<file path="src/rtl/q4_link_pkg.sv">
package q4_link_pkg;

    localparam int SYM_BITS = 2;
    localparam int LINES    = 4;

    typedef enum logic [1:0] {
        TX_IDLE,
        TX_CODE,
        TX_RTZ
    } tx_state_e;

    typedef enum logic {
        RX_WAIT_CODE,
        RX_WAIT_ZERO
    } rx_state_e;

    function automatic logic [LINES-1:0] sym_to_lines(input logic [SYM_BITS-1:0] s);
        return LINES'(1) << s;
    endfunction

    function automatic logic [SYM_BITS-1:0] lines_to_sym(input logic [LINES-1:0] w);
        logic [SYM_BITS-1:0] s;
        s = '0;
        for (int i = 0; i < LINES; i++) begin
            if (w[i]) s = SYM_BITS'(i);
        end
        return s;
    endfunction

    function automatic logic lines_one_hot(input logic [LINES-1:0] w);
        return (w != '0) && ((w & (w - LINES'(1))) == '0);
    endfunction

    function automatic logic lines_multi_hot(input logic [LINES-1:0] w);
        return (w & (w - LINES'(1))) != '0;
    endfunction

endpackage

</file>
<file path="src/rtl/q4_sync.sv">
module q4_sync #(
    parameter int W      = 1,
    parameter int STAGES = 2
) (
    input  logic         clk,
    input  logic         rst,
    input  logic [W-1:0] d,
    output logic [W-1:0] q
);
    logic [W-1:0] stage_q [STAGES];

    for (genvar g = 0; g < STAGES; g++) begin : g_stage
        if (g == 0) begin : g_first
            always_ff @(posedge clk) begin
                if (rst) stage_q[g] <= '0;
                else     stage_q[g] <= d;
            end
        end else begin : g_next
            always_ff @(posedge clk) begin
                if (rst) stage_q[g] <= '0;
                else     stage_q[g] <= stage_q[g-1];
            end
        end
    end

    assign q = stage_q[STAGES-1];
endmodule

</file>
<file path="src/rtl/q4_tx.sv">
module q4_tx
    import q4_link_pkg::*;
#(
    parameter int WORD_W = 32
) (
    input  logic              clk,
    input  logic              rst,
    input  logic [WORD_W-1:0] in_data,
    input  logic              in_valid,
    output logic              in_ready,
    input  logic              ack_s,
    output logic [LINES-1:0]  line_o
);
    localparam int NSYM  = WORD_W / SYM_BITS;
    localparam int CNT_W = $clog2(NSYM);
    localparam logic [CNT_W-1:0] LAST = CNT_W'(NSYM - 1);

    tx_state_e         st;
    logic [WORD_W-1:0] sh;
    logic [CNT_W-1:0]  cnt;
    logic [LINES-1:0]  line_q;

    assign in_ready = (st == TX_IDLE);
    assign line_o   = line_q;

    always_ff @(posedge clk) begin
        if (rst) begin
            st     <= TX_IDLE;
            sh     <= '0;
            cnt    <= '0;
            line_q <= '0;
        end else begin
            unique case (st)
                TX_IDLE: if (in_valid) begin
                    sh     <= in_data;
                    cnt    <= '0;
                    line_q <= sym_to_lines(in_data[SYM_BITS-1:0]);
                    st     <= TX_CODE;
                end
                TX_CODE: if (ack_s) begin
                    line_q <= '0;
                    st     <= TX_RTZ;
                end
                TX_RTZ: if (!ack_s) begin
                    if (cnt == LAST) begin
                        st <= TX_IDLE;
                    end else begin
                        sh     <= sh >> SYM_BITS;
                        cnt    <= cnt + CNT_W'(1);
                        line_q <= sym_to_lines(sh[2*SYM_BITS-1:SYM_BITS]);
                        st     <= TX_CODE;
                    end
                end
                default: st <= TX_IDLE;
            endcase
        end
    end

    assert_code_one_hot_R2: assert property (@(posedge clk) disable iff (rst)
        $onehot0(line_q));

    assert_zero_after_ack_R4: assert property (@(posedge clk) disable iff (rst)
        ($past(line_q) != '0 && line_q == '0) |-> $past(ack_s));

    assert_code_after_release_R4: assert property (@(posedge clk) disable iff (rst)
        ($past(line_q) == '0 && line_q != '0) |-> !$past(ack_s));

    assert_idle_lines_quiet_R7: assert property (@(posedge clk) disable iff (rst)
        in_ready |-> (line_q == '0));
endmodule

</file>
<file path="src/rtl/q4_rx.sv">
module q4_rx
    import q4_link_pkg::*;
#(
    parameter int WORD_W = 32
) (
    input  logic              clk,
    input  logic              rst,
    input  logic [LINES-1:0]  line_s,
    output logic              ack_o,
    output logic [WORD_W-1:0] out_data,
    output logic              out_valid,
    input  logic              out_ready,
    output logic              err
);
    localparam int NSYM  = WORD_W / SYM_BITS;
    localparam int CNT_W = $clog2(NSYM);
    localparam logic [CNT_W-1:0] LAST = CNT_W'(NSYM - 1);

    rx_state_e         st;
    logic [WORD_W-1:0] sh;
    logic [CNT_W-1:0]  cnt;
    logic              ack_q;
    logic              valid_q;
    logic              err_q;

    assign ack_o     = ack_q;
    assign out_data  = sh;
    assign out_valid = valid_q;
    assign err       = err_q;

    always_ff @(posedge clk) begin
        if (rst) begin
            st      <= RX_WAIT_CODE;
            sh      <= '0;
            cnt     <= '0;
            ack_q   <= 1'b0;
            valid_q <= 1'b0;
            err_q   <= 1'b0;
        end else begin
            if (valid_q && out_ready) valid_q <= 1'b0;
            if (lines_multi_hot(line_s)) err_q <= 1'b1;
            unique case (st)
                RX_WAIT_CODE: if (lines_one_hot(line_s) && !valid_q) begin
                    sh    <= {lines_to_sym(line_s), sh[WORD_W-1:SYM_BITS]};
                    ack_q <= 1'b1;
                    st    <= RX_WAIT_ZERO;
                    if (cnt == LAST) begin
                        cnt     <= '0;
                        valid_q <= 1'b1;
                    end else begin
                        cnt <= cnt + CNT_W'(1);
                    end
                end
                RX_WAIT_ZERO: if (line_s == '0) begin
                    ack_q <= 1'b0;
                    st    <= RX_WAIT_CODE;
                end
                default: st <= RX_WAIT_CODE;
            endcase
        end
    end

    assert_ack_on_code_R5: assert property (@(posedge clk) disable iff (rst)
        $rose(ack_q) |-> ($countones($past(line_s)) == 1));

    assert_release_on_zero_R5: assert property (@(posedge clk) disable iff (rst)
        $fell(ack_q) |-> ($past(line_s) == '0));

    assert_hold_word_R8: assert property (@(posedge clk) disable iff (rst)
        ($past(valid_q) && !$past(out_ready)) |-> (valid_q && $stable(sh)));

    assert_no_ack_unread_R9: assert property (@(posedge clk) disable iff (rst)
        $rose(ack_q) |-> !$past(valid_q));

    assert_err_sticky_R10: assert property (@(posedge clk) disable iff (rst)
        $past(err_q) |-> err_q);
endmodule

</file>
<file path="src/rtl/q4_link.sv">
module q4_link
    import q4_link_pkg::*;
#(
    parameter int WORD_W    = 32,
    parameter int SYNC_DEPTH = 2
) (
    input  logic              clk,
    input  logic              rst,
    input  logic [WORD_W-1:0] in_data,
    input  logic              in_valid,
    output logic              in_ready,
    output logic [3:0]        line_o,
    input  logic              ack_i,
    input  logic [3:0]        line_i,
    output logic              ack_o,
    output logic [WORD_W-1:0] out_data,
    output logic              out_valid,
    input  logic              out_ready,
    output logic              err
);
    logic             ack_s;
    logic [LINES-1:0] line_s;

    q4_sync #(.W(1), .STAGES(SYNC_DEPTH)) u_ack_sync (
        .clk(clk), .rst(rst), .d(ack_i), .q(ack_s)
    );

    q4_sync #(.W(LINES), .STAGES(SYNC_DEPTH)) u_line_sync (
        .clk(clk), .rst(rst), .d(line_i), .q(line_s)
    );

    q4_tx #(.WORD_W(WORD_W)) u_tx (
        .clk(clk), .rst(rst),
        .in_data(in_data), .in_valid(in_valid), .in_ready(in_ready),
        .ack_s(ack_s), .line_o(line_o)
    );

    q4_rx #(.WORD_W(WORD_W)) u_rx (
        .clk(clk), .rst(rst),
        .line_s(line_s), .ack_o(ack_o),
        .out_data(out_data), .out_valid(out_valid), .out_ready(out_ready),
        .err(err)
    );
endmodule

</file>
<file path="config.mk">
export PLATFORM = sky130hd
export DESIGN_NAME = q4_link
export DESIGN_NICKNAME = d
export VERILOG_FILES = /design/src/rtl/q4_link_pkg.sv /design/src/rtl/q4_sync.sv /design/src/rtl/q4_tx.sv /design/src/rtl/q4_rx.sv /design/src/rtl/q4_link.sv
export SDC_FILE = /design/constraint.sdc
export NUM_CORES = 1
export LEC_CHECK = 0
export ABC_AREA = 1
export BUFFER_PORTS_ARGS = -buffer_cell sky130_fd_sc_hd__buf_4
export CORE_UTILIZATION = 25
export CTS_CLUSTER_DIAMETER = 80
export DETAILED_ROUTE_END_ITERATION = 8
export GPL_ROUTABILITY_DRIVEN = 0
export HOLD_SLACK_MARGIN = 0.15
export PLACE_DENSITY = 0.5
export RECOVER_POWER = 50
export SYNTH_ARGS = -nofsm -noshare
export SYNTH_HDL_FRONTEND = slang
export SYNTH_SLANG_ARGS = --single-unit
</file>
<file path="constraint.sdc">
create_clock -name clk -period 2.51 [get_ports clk]
set_input_delay 0.251 -clock clk [delete_from_list [all_inputs] [get_ports clk]]
set_output_delay 0.251 -clock clk [all_outputs]
set_load 0.05 [all_outputs]
</file>
Word level (Yosys, flattened, before mapping)
Memories as Yosys holds them, arrays and structs flattened.
Cells that the tools add are included.
{ "word_totals": {"register_bits": 82, "ramBits": 10, "inputBits": 41, "memories": 2} }
{ "memory_table": {"columns": ["name", "words", "word_bits", "rd", "rd_clocked_by_memory_dff", "write_ports", "line", "source"], "rows": [
  ["u_line_sync.stage_q", 2, 4, 2, 0, 2, "q4_sync.sv:10", "logic [W-1:0] stage_q [STAGES];"],
  ["u_ack_sync.stage_q", 2, 1, 2, 0, 2, "q4_sync.sv:10", null]
]} }
{ "classes": {"n_addsub": 3, "eq_ne": 10, "shift": 2, "n_mux": 39, "bitwise": 6, "reduce_logical": 16} }
{ "op_table": {"columns": ["op", "count"], "rows": [
  ["two-way mux 32 bit", 3],
  ["case mux 32 bit (2 select lines)", 1],
  ["two-way mux 4 bit", 10],
  ["two-way mux 1 bit", 15],
  ["case mux 4 bit (3 select lines)", 1],
  ["two-way mux 2 bit", 5],
  ["adder 4 x 1 -> 4 bit, second input constant", 2],
  ["== test 4 bit, second input constant", 2],
  ["zero test 4 bit", 2],
  ["inequality test 2 bit, second input constant", 4],
  ["case mux 4 bit (2 select lines)", 1],
  ["nonzero test 4 bit", 2],
  ["left shift 1 x 2 -> 4 bit, first input constant", 2],
  ["case mux 2 bit (3 select lines)", 1],
  ["AND reduction 5 bit", 1],
  ["AND 4 bit", 1],
  ["inequality test 2 x 1 -> 1 bit, second input constant", 2],
  ["bitwise OR 1 bit", 4],
  ["case mux 1 bit (2 select lines)", 2],
  ["AND reduction 2 bit", 2],
  ["AND reduction 4 bit", 1],
  ["subtractor 4 x 1 -> 4 bit, second input constant", 1],
  ["logical AND 1 bit", 3],
  ["AND reduction 3 bit", 1],
  ["other kinds (7)", 7]
]} }

Logic depth before layout (Yosys ltp)
Gate-level depths: netlist (run 1).
An unclocked memory read counts as a cell.
{ "depth": {"ltp_word": 8, "ltp_mapped": 10} }

Hierarchy
From an unflattened synthesis (run 1), not the netlist that was laid out.
{ "hier_totals": {"cells_unflattened": 558, "hier_area_um2": 3956.3} }
{ "modules_own_cells": {"columns": ["mod", "instances", "cells_each", "area_per_inst_um2"], "rows": [
  ["q4_tx", 1, 329, 2100.8],
  ["q4_rx", 1, 198, 1569.0],
  ["q4_sync (u_line_sync)", 1, 25, 231.5],
  ["q4_sync (u_ack_sync)", 1, 6, 55.1]
]} }

Worst setup path after synthesis (run 1)
OpenSTA, ideal clock, no wires.
{ "synth_timing": {"kind": "flip-flop to flip-flop", "startpoint": "register u_tx.st[1]", "endpoint": "register u_tx.cnt[1]", "setup_time_ns": 0.115, "arrival_time_ns": 1.564, "required_ns": 2.395, "path_slack_ns": 0.831, "stages_incl_launch_ff": 9, "period_less_slack_ns": 1.679, "path_cell_list": "dfxtp_1 buf_4 nor2_2 nand2_1 nand2_4 inv_4 buf_6 a21oi_2 nor2_1"} }
{ "synth_via": {"elab_chain_cells": 3} }
{ "synth_lines": {"columns": ["element", "line", "source"], "rows": [
  ["start: declaration", "q4_tx.sv:18", "tx_state_e st;"],
  ["start signal: assignment", "q4_tx.sv:28", "st <= TX_IDLE;"],
  ["start signal: assignment", "q4_tx.sv:38", "st <= TX_CODE;"],
  ["start signal: assignment", "q4_tx.sv:42", "st <= TX_RTZ;"],
  ["zero test 2 bit *", null, null],
  ["via in_ready", "q4_link.sv:11", "output logic in_ready,"],
  ["inequality test 2 bit (no line) / nonzero test 2 bit (equally long branches)", null, null],
  ["AND reduction 4 bit (no line)", null, null],
  ["end signal: assignment", "q4_tx.sv:49", "cnt <= cnt + CNT_W'(1);"],
  ["end: declaration", "q4_tx.sv:20", "logic [CNT_W-1:0] cnt;"]
]} }
The timed path passes the listed nets; every way through them passes the cells marked *.
A chain may end at the register's enable or synchronous reset.

==> results of run 1 <==
sequential cells by signal, summed over array words and instances, names as in the netlist, 2 cells and up:
| name | cells |
|---|---|
| u_rx.out_data | 32 |
| u_tx.line_o | 4 |
| u_tx.cnt | 4 |
| u_ack_sync.stage_q | 2 |
| u_tx.sh | 30 |
| u_line_sync.stage_q | 8 |
| u_tx.st | 2 |
| u_rx.cnt | 4 |
metal layers:
layer | GRT usage [%] | wire (um)
met4 | 4.83 | 131
met5 | 0 | 0
met3 | 2.72 | 318
met2 | 19.3 | 4090
met1 | 14.5 | 4370
Yosys cell counts, drive strengths merged:
cell,instances
a211oi,1
a21oi,12
buf,20
clkbuf,9
dfxtp,90
ha,2
inv,33
nand2,144
nand3,13
nand4,1
nor2,157
o21ai,64
or2,1
xor2,1
metrics by stage:
stage | hold slack [ns] | power (mW) | setup slack [ns] | cell area, sq um | util (%)
floorplan | 0.358 | 2.29 | 0.831 | 3930 | -
global placement | 0.396 | 2.48 | 0.852 | 4590 | 30.1
detailed placement | 0.394 | 2.49 | 0.850 | 4590 | 30.1
CTS | 0.174 | 3.89 | 0.824 | 4950 | 32.4
global route | 0.177 | 3.97 | 0.441 | 4770 | 31.2
finish | 0.184 | 3.76 | 0.695 | 4770 | 31.2
what timing repair did:
| item | CTS | global route |
|---|---|---|
| setup buffers | 0 | 0 |
| hold buffers | 6 | 0 |
| endpoints found under the hold margin | 6 | 0 |
report_power, final:
| part | internal (mW) | switching [mW] |
|---|---|---|
| registers | 1.56 | 0.0858 |
| logic | 0.197 | 0.539 |
| clock network | 0.783 | 0.589 |
| total | 2.54 | 1.21 |
layout make-up:
| type | instances | area [sq um] | share of cell area (%) |
|---|---|---|---|
| flip-flops and latches | 90 | 1800 | 37.8 |
| multi-input cells | 396 | 1740 | 36.5 |
| repair buffers | 88 | 538 | 11.3 |
| well taps | 211 | 264 | 5.54 |
| clock buffers | 10 | 229 | 4.80 |
| inverters | 33 | 124 | 2.60 |
| clock inverters | 6 | 71.3 | 1.50 |
logic make-up after synthesis:
| kind of cell | share of synthesized area, % |
|---|---|
| AO/OA/AOI/OAI | 10.2 |
| XOR/XNOR | 0.223 |
| adder cells (fa/ha/maj) | 0.637 |
| buffers and inverters | 9.11 |
| flip-flops | 45.9 |
| AND/OR/NAND/NOR | 34.0 |
critical path: cells and delay by family, from the launching register on:
family                 cells  cell delay [ns]
AND/OR/NAND/NOR            5             1.15
flip-flops                 1             0.32
AO/OA/AOI/OAI              1             0.20
buffers and inverters      1             0.05
worst paths after layout:
path	start	endpoint	slack, ns	cells past startpoint
worst max-delay path	u_line_sync.stage_q[1][1]$_SDFF_PP0_	u_rx.out_data[19]$_SDFFE_PP0P_	0.69	7
worst min-delay path	in_data[31]	u_tx.sh[31]$_SDFFE_PP0P_	0.18	3
worst max register to register	u_line_sync.stage_q[1][1]$_SDFF_PP0_	u_rx.out_data[19]$_SDFFE_PP0P_	0.69	7
worst min register to register	u_line_sync.stage_q[0][0]$_SDFF_PP0_	u_line_sync.stage_q[1][0]$_SDFF_PP0_	0.39	2
==> qor.csv, run 1 <==
metric,value,unit
grt_pass1_wl,15100,um
start_util,25.7,%
core,15300,sq um
firstDrtPassIters,4,
dp_cells,812,
tightest_slew,0.687,ns
crit_type,reg2reg,
powerDensity,788,nW/um^2
yosysSeqAreaShare,45.9,%
cts.sinks,90,
slew_violations,0,
grt_pass1_vias,3256,
setup_tns,0,ns
cp_common_cell,nor2_1,
slowest_delay,0.49,ns
nets,661,
worstPathCellList,nor2_1 > nand2_4 > nand2_1 > inv_2 > nand2_2 > o21ai_0 > nor2_1,
ys_ff_latch,90,
syn_nets,591,
hpwl,5870,um
yosys.area.top_type,dfxtp_1,
die_x,127,um
drive_gt1_share,12.8,%
antenna_found_initial,0,
ctsResizeCount,0,
hold_viol,0,
hold_path.class,in2reg,
cp_slowest_cell,nand2_2,
cts.clk_slew.worst_paths,0.07,ns
root_buffer,clkbuf_16,
synth.avg_cell_area,7.17,sq um
drt_iter0_drc,186,
period_needed,1.82,ns
synth_top_area_share,45.9,%
critPathRequiredTime,2.79,ns
cap_violations,0,
slew_headroom,54.4,%
setup_violations,0,
fmax,551,MHz
fin_crit_sh,72.3,%
final_cell_mix,"nor2_1 (151), nand2_1 (135), dfxtp_1 (90), o21ai_0 (52), clkbuf_1 (41)",
cts_buffers,9,
numPortBuffers,80,
status,"complete, no violations",
end_kind,register,
crit_fanout,38,
synth_area_leaders,"dfxtp_1 (46%), nor2_1 (14%), nand2_1 (13%)",
drc_errors,0,
start_kind,register,
nFillCells,1710,
worst_ir_drop_vdd,375,uV
yosysWarningCount,0,
synthToLayoutAreaGrowth,21.3,%
fin_worst_skew,0.00978,ns
diodes,0,
cts_tree,done,
ant_nets,0,
arrival,2.10,ns
cts_buffer_depth,2,
num_rows,45,
io_pins,81,
stdcell_count,834,
clock_latency,0.34,ns
wl,8910,um
gr-usage-all-layers,11.6,%
die_area,16200,sq um
final_common_cell,nor2_1,
synth_cell_types,29,
htree_levels,3,
syn_area,3930,sq um
rsz0062_at_grt,false,
leakage,2.13,nW
grt_max_degree,39,
vias_per_cell,4.08,
die_y,127,um
grt_overflow_total,0,
via_count,3406,
syn_inst,548,
wl_per_cell,10.7,um
Note: power is estimated with default switching activity, not from simulation.
==> inputs of run 2 (changes only) <==
PLACE_DENSITY = 0.51   (was 0.5)
clock period = 1.66 ns   (was 2.51 ns; I/O delays follow)
==> qor.csv, run 2 (same netlist as run 1, synthesis figures left out) <==
metric,value,unit,change
fmax,670,MHz,+22%
hpwl,6070,um,+3.3%
powerDensity,1150,nW/um^2,+46%
die_x,127,um,unchanged
root_buffer,clkbuf_16,,
start_util,25.7,%,unchanged
cts_buffer_depth,2,,unchanged
rsz0062_at_grt,false,,
tightest_slew,0.653,ns,-0.0338 ns
gr-usage-all-layers,12.3,%,+0.63 points
diodes,0,,unchanged
ant_nets,0,,unchanged
crit_fanout,30,,-21%
final_cell_mix,"nor2_1 (150), nand2_1 (134), dfxtp_1 (90), o21ai_0 (47), buf_4 (40)",,
antenna_found_initial,0,,unchanged
preCtsSetupSlack,0.186,ns,-0.665 ns
final_cell_area,5060,sq um,+6.1%
die_y,127,um,unchanged
cts_buffers,9,,unchanged
grt_max_degree,54,,+38%
num_rows,45,,unchanged
grt_pass1_vias,3384,,+3.9%
leakage,2.26,nW,+6.3%
hold_viol,0,,unchanged
fin_crit_sh,90.0,%,+18 points
drt_iter0_drc,174,,-6.5%
grt_pass1_wl,15900,um,+5.4%
critPathRequiredTime,1.90,ns,-0.89 ns
drive_gt1_share,14.4,%,+1.5 points
crit_type,reg2reg,,
vias_per_cell,4.16,,+1.9%
cts_tree,done,,
slew_headroom,56.7,%,+2.2 points
worst_ir_drop_vdd,481,uV,+28%
io_pins,81,,unchanged
clock_latency,0.34,ns,about the same
numPortBuffers,80,,unchanged
cts.sinks,90,,unchanged
synthToLayoutAreaGrowth,28.8,%,
firstDrtPassIters,4,,unchanged
hold_path.class,in2reg,,
drc_errors,0,,unchanged
place_area,4660,sq um,+1.6%
largest_register_ffs,32,,unchanged
cts.clk_slew.worst_paths,0.07,ns,about the same
ctsResizeCount,0,,unchanged
fin_worst_skew,0.00765,ns,-0.00213 ns
cap_violations,0,,unchanged
arrival,1.73,ns,-0.37 ns
wl_per_cell,10.8,um,+0.68%
final_common_cell,nor2_1,,
core,15300,sq um,unchanged
die_area,16200,sq um,unchanged
period_needed,1.49,ns,-0.322 ns
end_kind,register,,
nets,685,,+3.6%
setup_tns,0,ns,unchanged
via_count,3571,,+4.8%
start_kind,register,,
htree_levels,3,,unchanged
status,"complete, no violations",,
slew_violations,0,,unchanged
setup_ws,0.167,ns,-0.528 ns
grt_overflow_total,0,,unchanged
setup_violations,0,,unchanged
wl,9230,um,+3.6%
[run 2: changes by cell type in the layout (fill, tap and decap cells not counted), moves of 4 or more]
cell / before / now
o21ai_1: 12 / 17
dlygate4sd3_1: 6 / 24
buf_4: 36 / 40
o21ai_0: 52 / 47
[run 2: layer usage]
layer / wire length, um / GRT usage [%] / vias up
met2: 4280 / 20.2 / 62
met4: 128 / 4.90 / 0
met3: 317 / 2.93 / 10
li1: - / - / 1886
met5: 0 / 0 / -
met1: 4500 / 15.4 / 1613
[run 2: critical path, stage by stage (launching register included)]
cell and delay, ns:
dfxtp_1 0.34, ha_1 0.21, nand3_1 0.12, nand3_2 0.11, nand2_4 0.10, buf_4 0.29, nand3_1 0.11, nand2_1 0.08
nor2_1 0.04
[run 2: path summary, 6_finish.rpt]
| check | end | slack [ns] | cells after the start | startpoint |
|---|---|---|---|---|
| worst max-delay path | u_tx.cnt[3]$_SDFFE_PP0P_ | 0.17 | 8 | u_tx.cnt[0]$_SDFFE_PP0P_ |
| worst min-delay path | u_tx.sh[24]$_SDFFE_PP0P_ | 0.16 | 5 | in_data[24] |
| worst max register to register | u_tx.cnt[3]$_SDFFE_PP0P_ | 0.17 | 8 | u_tx.cnt[0]$_SDFFE_PP0P_ |
| worst min register to register | u_line_sync.stage_q[1][0]$_SDFF_PP0_ | 0.40 | 2 | u_line_sync.stage_q[0][0]$_SDFF_PP0_ |
[run 2: stage by stage]
| stage | total power, mW | std cells | util (%) | hold WS [ns] |
|---|---|---|---|---|
| finish | 5.81 | 858 | 33.2 | 0.162 |
| global route | 6.14 | 858 | 33.2 | 0.176 |
| CTS | 6.00 | 858 | 34.2 | 0.150 |
| detailed placement | 3.81 | 818 | 30.6 | 0.381 |
| global placement | 3.79 | 818 | 30.6 | 0.370 |
| floorplan | 3.46 | 548 | - | 0.273 |
[run 2: repair_timing]
action	in CTS	in global routing
hold buffers	24	0
endpoints found under the hold margin	24	0
setup buffers	0	0
[run 2: final cells by class]
cell class,instances,area (sq um)
Tap cell,211,264
Inverter,33,126
Fill cell,1663,10200
Clock buffer,10,239
Sequential cell,90,1800
Multi-Input combinational cell,396,1770
Clock inverter,6,72.6
Timing Repair Buffer,112,790
[run 2: report_power, final]
part | switching, mW | internal, mW | leakage [nW]
Combinational | 0.839 | 0.361 | 1.37
Sequential | 0.133 | 2.36 | 0.743
Clock | 0.890 | 1.22 | 0.150
Total | 1.86 | 3.95 | 2.26
==> inputs of run 3 (changes only) <==
CTS_BUF_LIST = sky130_fd_sc_hd__clkbuf_4   (was default)
==> qor.csv, run 3 (same netlist as run 1, synthesis figures left out) <==
metric,value,unit,change
hpwl,6070,um,unchanged
crit_fanout,53,,+77%
start_util,25.7,%,unchanged
cts_buffers,9,,unchanged
setup_ws,0.133,ns,-0.0340 ns
grt_pass1_vias,3470,,+2.5%
p_clk_share,25.3,%,-11 points
num_rows,45,,unchanged
grt_overflow_total,0,,unchanged
clock_latency,0.45,ns,+0.11 ns
worst_ir_drop_vdd,408,uV,-15%
p_comb_share,25.0,%,+4.4 points
cts_tree,done,,
leakage,2.40,nW,+6.1%
root_buffer,clkbuf_4,,
cts.clk_slew.worst_paths,0.15,ns,+0.08 ns
p_switching,1.77,mW,-4.8%
end_kind,register,,
cts.sinks,90,,unchanged
slew_headroom,60.7,%,+4.0 points
hold_viol,0,,unchanged
ctsResizeCount,0,,unchanged
cap_violations,0,,unchanged
ant_nets,0,,unchanged
hold_depth,5,,unchanged
slew_violations,0,,unchanged
vias_per_cell,4.15,,-0.39%
final_cell_mix,"nor2_1 (151), nand2_1 (135), dfxtp_1 (90), o21ai_0 (47), buf_4 (45)",,
fmax,655,MHz,-2.2%
gr-usage-all-layers,12.5,%,+0.23 points
numPortBuffers,80,,unchanged
drive_gt1_share,19.2,%,+4.8 points
rsz0062_at_grt,false,,
preCtsSetupSlack,0.186,ns,unchanged
largest_register_ffs,32,,unchanged
swShare,35.3,%,+3.2 points
synthToLayoutAreaGrowth,30.5,%,
hold_path.class,in2reg,,
wl_per_cell,10.7,um,-0.78%
fin_crit_sh,92.0,%,+2.0 points
firstDrtPassIters,4,,unchanged
htree_levels,3,,unchanged
power.internal,3.25,mW,-18%
antenna_found_initial,1,,+1
drc_errors,0,,unchanged
tightest_slew,0.592,ns,-0.0609 ns
setup_violations,0,,unchanged
p_seq_share,49.7,%,+6.7 points
die_x,127,um,unchanged
core,15300,sq um,unchanged
status,"complete, no violations",,
wl,9380,um,+1.6%
drt_iter0_drc,154,,-11%
io_pins,81,,unchanged
cts_buffer_depth,2,,unchanged
grt_max_degree,54,,unchanged
period_needed,1.53,ns,+0.0340 ns
nets,705,,+2.9%
arrival,1.93,ns,+0.20 ns
via_count,3644,,+2.0%
final_common_cell,nor2_1,,
die_y,127,um,unchanged
setup_tns,0,ns,unchanged
start_kind,input port,,
crit_type,in2reg,,
critPathRequiredTime,2.06,ns,+0.16 ns
reg2reg_depth,9,,+1
grt_pass1_wl,16200,um,+1.8%
powerDensity,979,nW/um^2,-15%
die_area,16200,sq um,unchanged
fin_worst_skew,0.0155,ns,+0.00788 ns
[run 3: what timing repair did]
action / in CTS / in global routing
hold buffers: 44 / 0
setup buffers: 0 / 0
endpoints found under the hold margin: 52 / 0
[run 3: layer usage]
| layer | vias up | part of all wire (%) | global-route usage (%) |
|---|---|---|---|
| met5 | - | 0 | 0 |
| met4 | 0 | 1.3 | 5.11 |
| met3 | 11 | 3.3 | 2.68 |
| met2 | 69 | 47 | 20.7 |
| met1 | 1638 | 48 | 15.7 |
| li1 | 1926 | - | - |
[run 3: critical path: stages]
cell	delay [ns]
dlygate4sd3_1	0.54
clkbuf_2	0.35
inv_2	0.34
buf_12	0.25
o21ai_0	0.15
nor2_1	0.09
[run 3: through the flow]
stage	hold WS [ns]	instance area [sq um]	util, %	std cells	total power, mW
2_1_floorplan	0.273	3930	-	548	3.46
5_1_grt	0.203	5130	33.6	879	5.36
6_report	0.214	5130	33.6	879	5.02
3_3_place_gp	0.370	4660	30.6	818	3.79
3_5_place_dp	0.381	4660	30.6	818	3.81
4_1_cts	0.165	5250	34.4	878	5.19
[run 3: area by class of cell]
| class | instances | area (sq um) |
|---|---|---|
| flip-flops and latches | 90 | 1800 |
| clock buffers | 9 | 67.6 |
| repair buffers | 132 | 1040 |
| diodes | 1 | 2.50 |
| multi-input cells | 396 | 1750 |
| well taps | 211 | 264 |
| fillers | 1656 | 10100 |
| inverters | 33 | 126 |
| clock inverters | 7 | 76.3 |
[run 3: power by group through the flow]
stage               clock network, mW  logic [mW]  registers (mW)
global route                     1.44        1.39            2.53
detailed placement                  0        1.26            2.55
floorplan                           0       0.564            2.89
CTS                              1.35        1.34            2.50
finish                           1.27        1.26            2.49
global placement                    0        1.25            2.54
[run 3: final timing paths]
| path | end | from | slack, ns |
|---|---|---|---|
| setup / recovery | u_rx.out_data[31]$_SDFFE_PP0P_ | rst | 0.13 |
| hold / removal | u_tx.cnt[1]$_SDFFE_PP0P_ | in_valid | 0.21 |
| setup reg to reg | u_tx.cnt[3]$_SDFFE_PP0P_ | u_tx.cnt[0]$_SDFFE_PP0P_ | 0.17 |
| hold reg to reg | u_line_sync.stage_q[1][0]$_SDFF_PP0_ | u_line_sync.stage_q[0][0]$_SDFF_PP0_ | 0.41 |
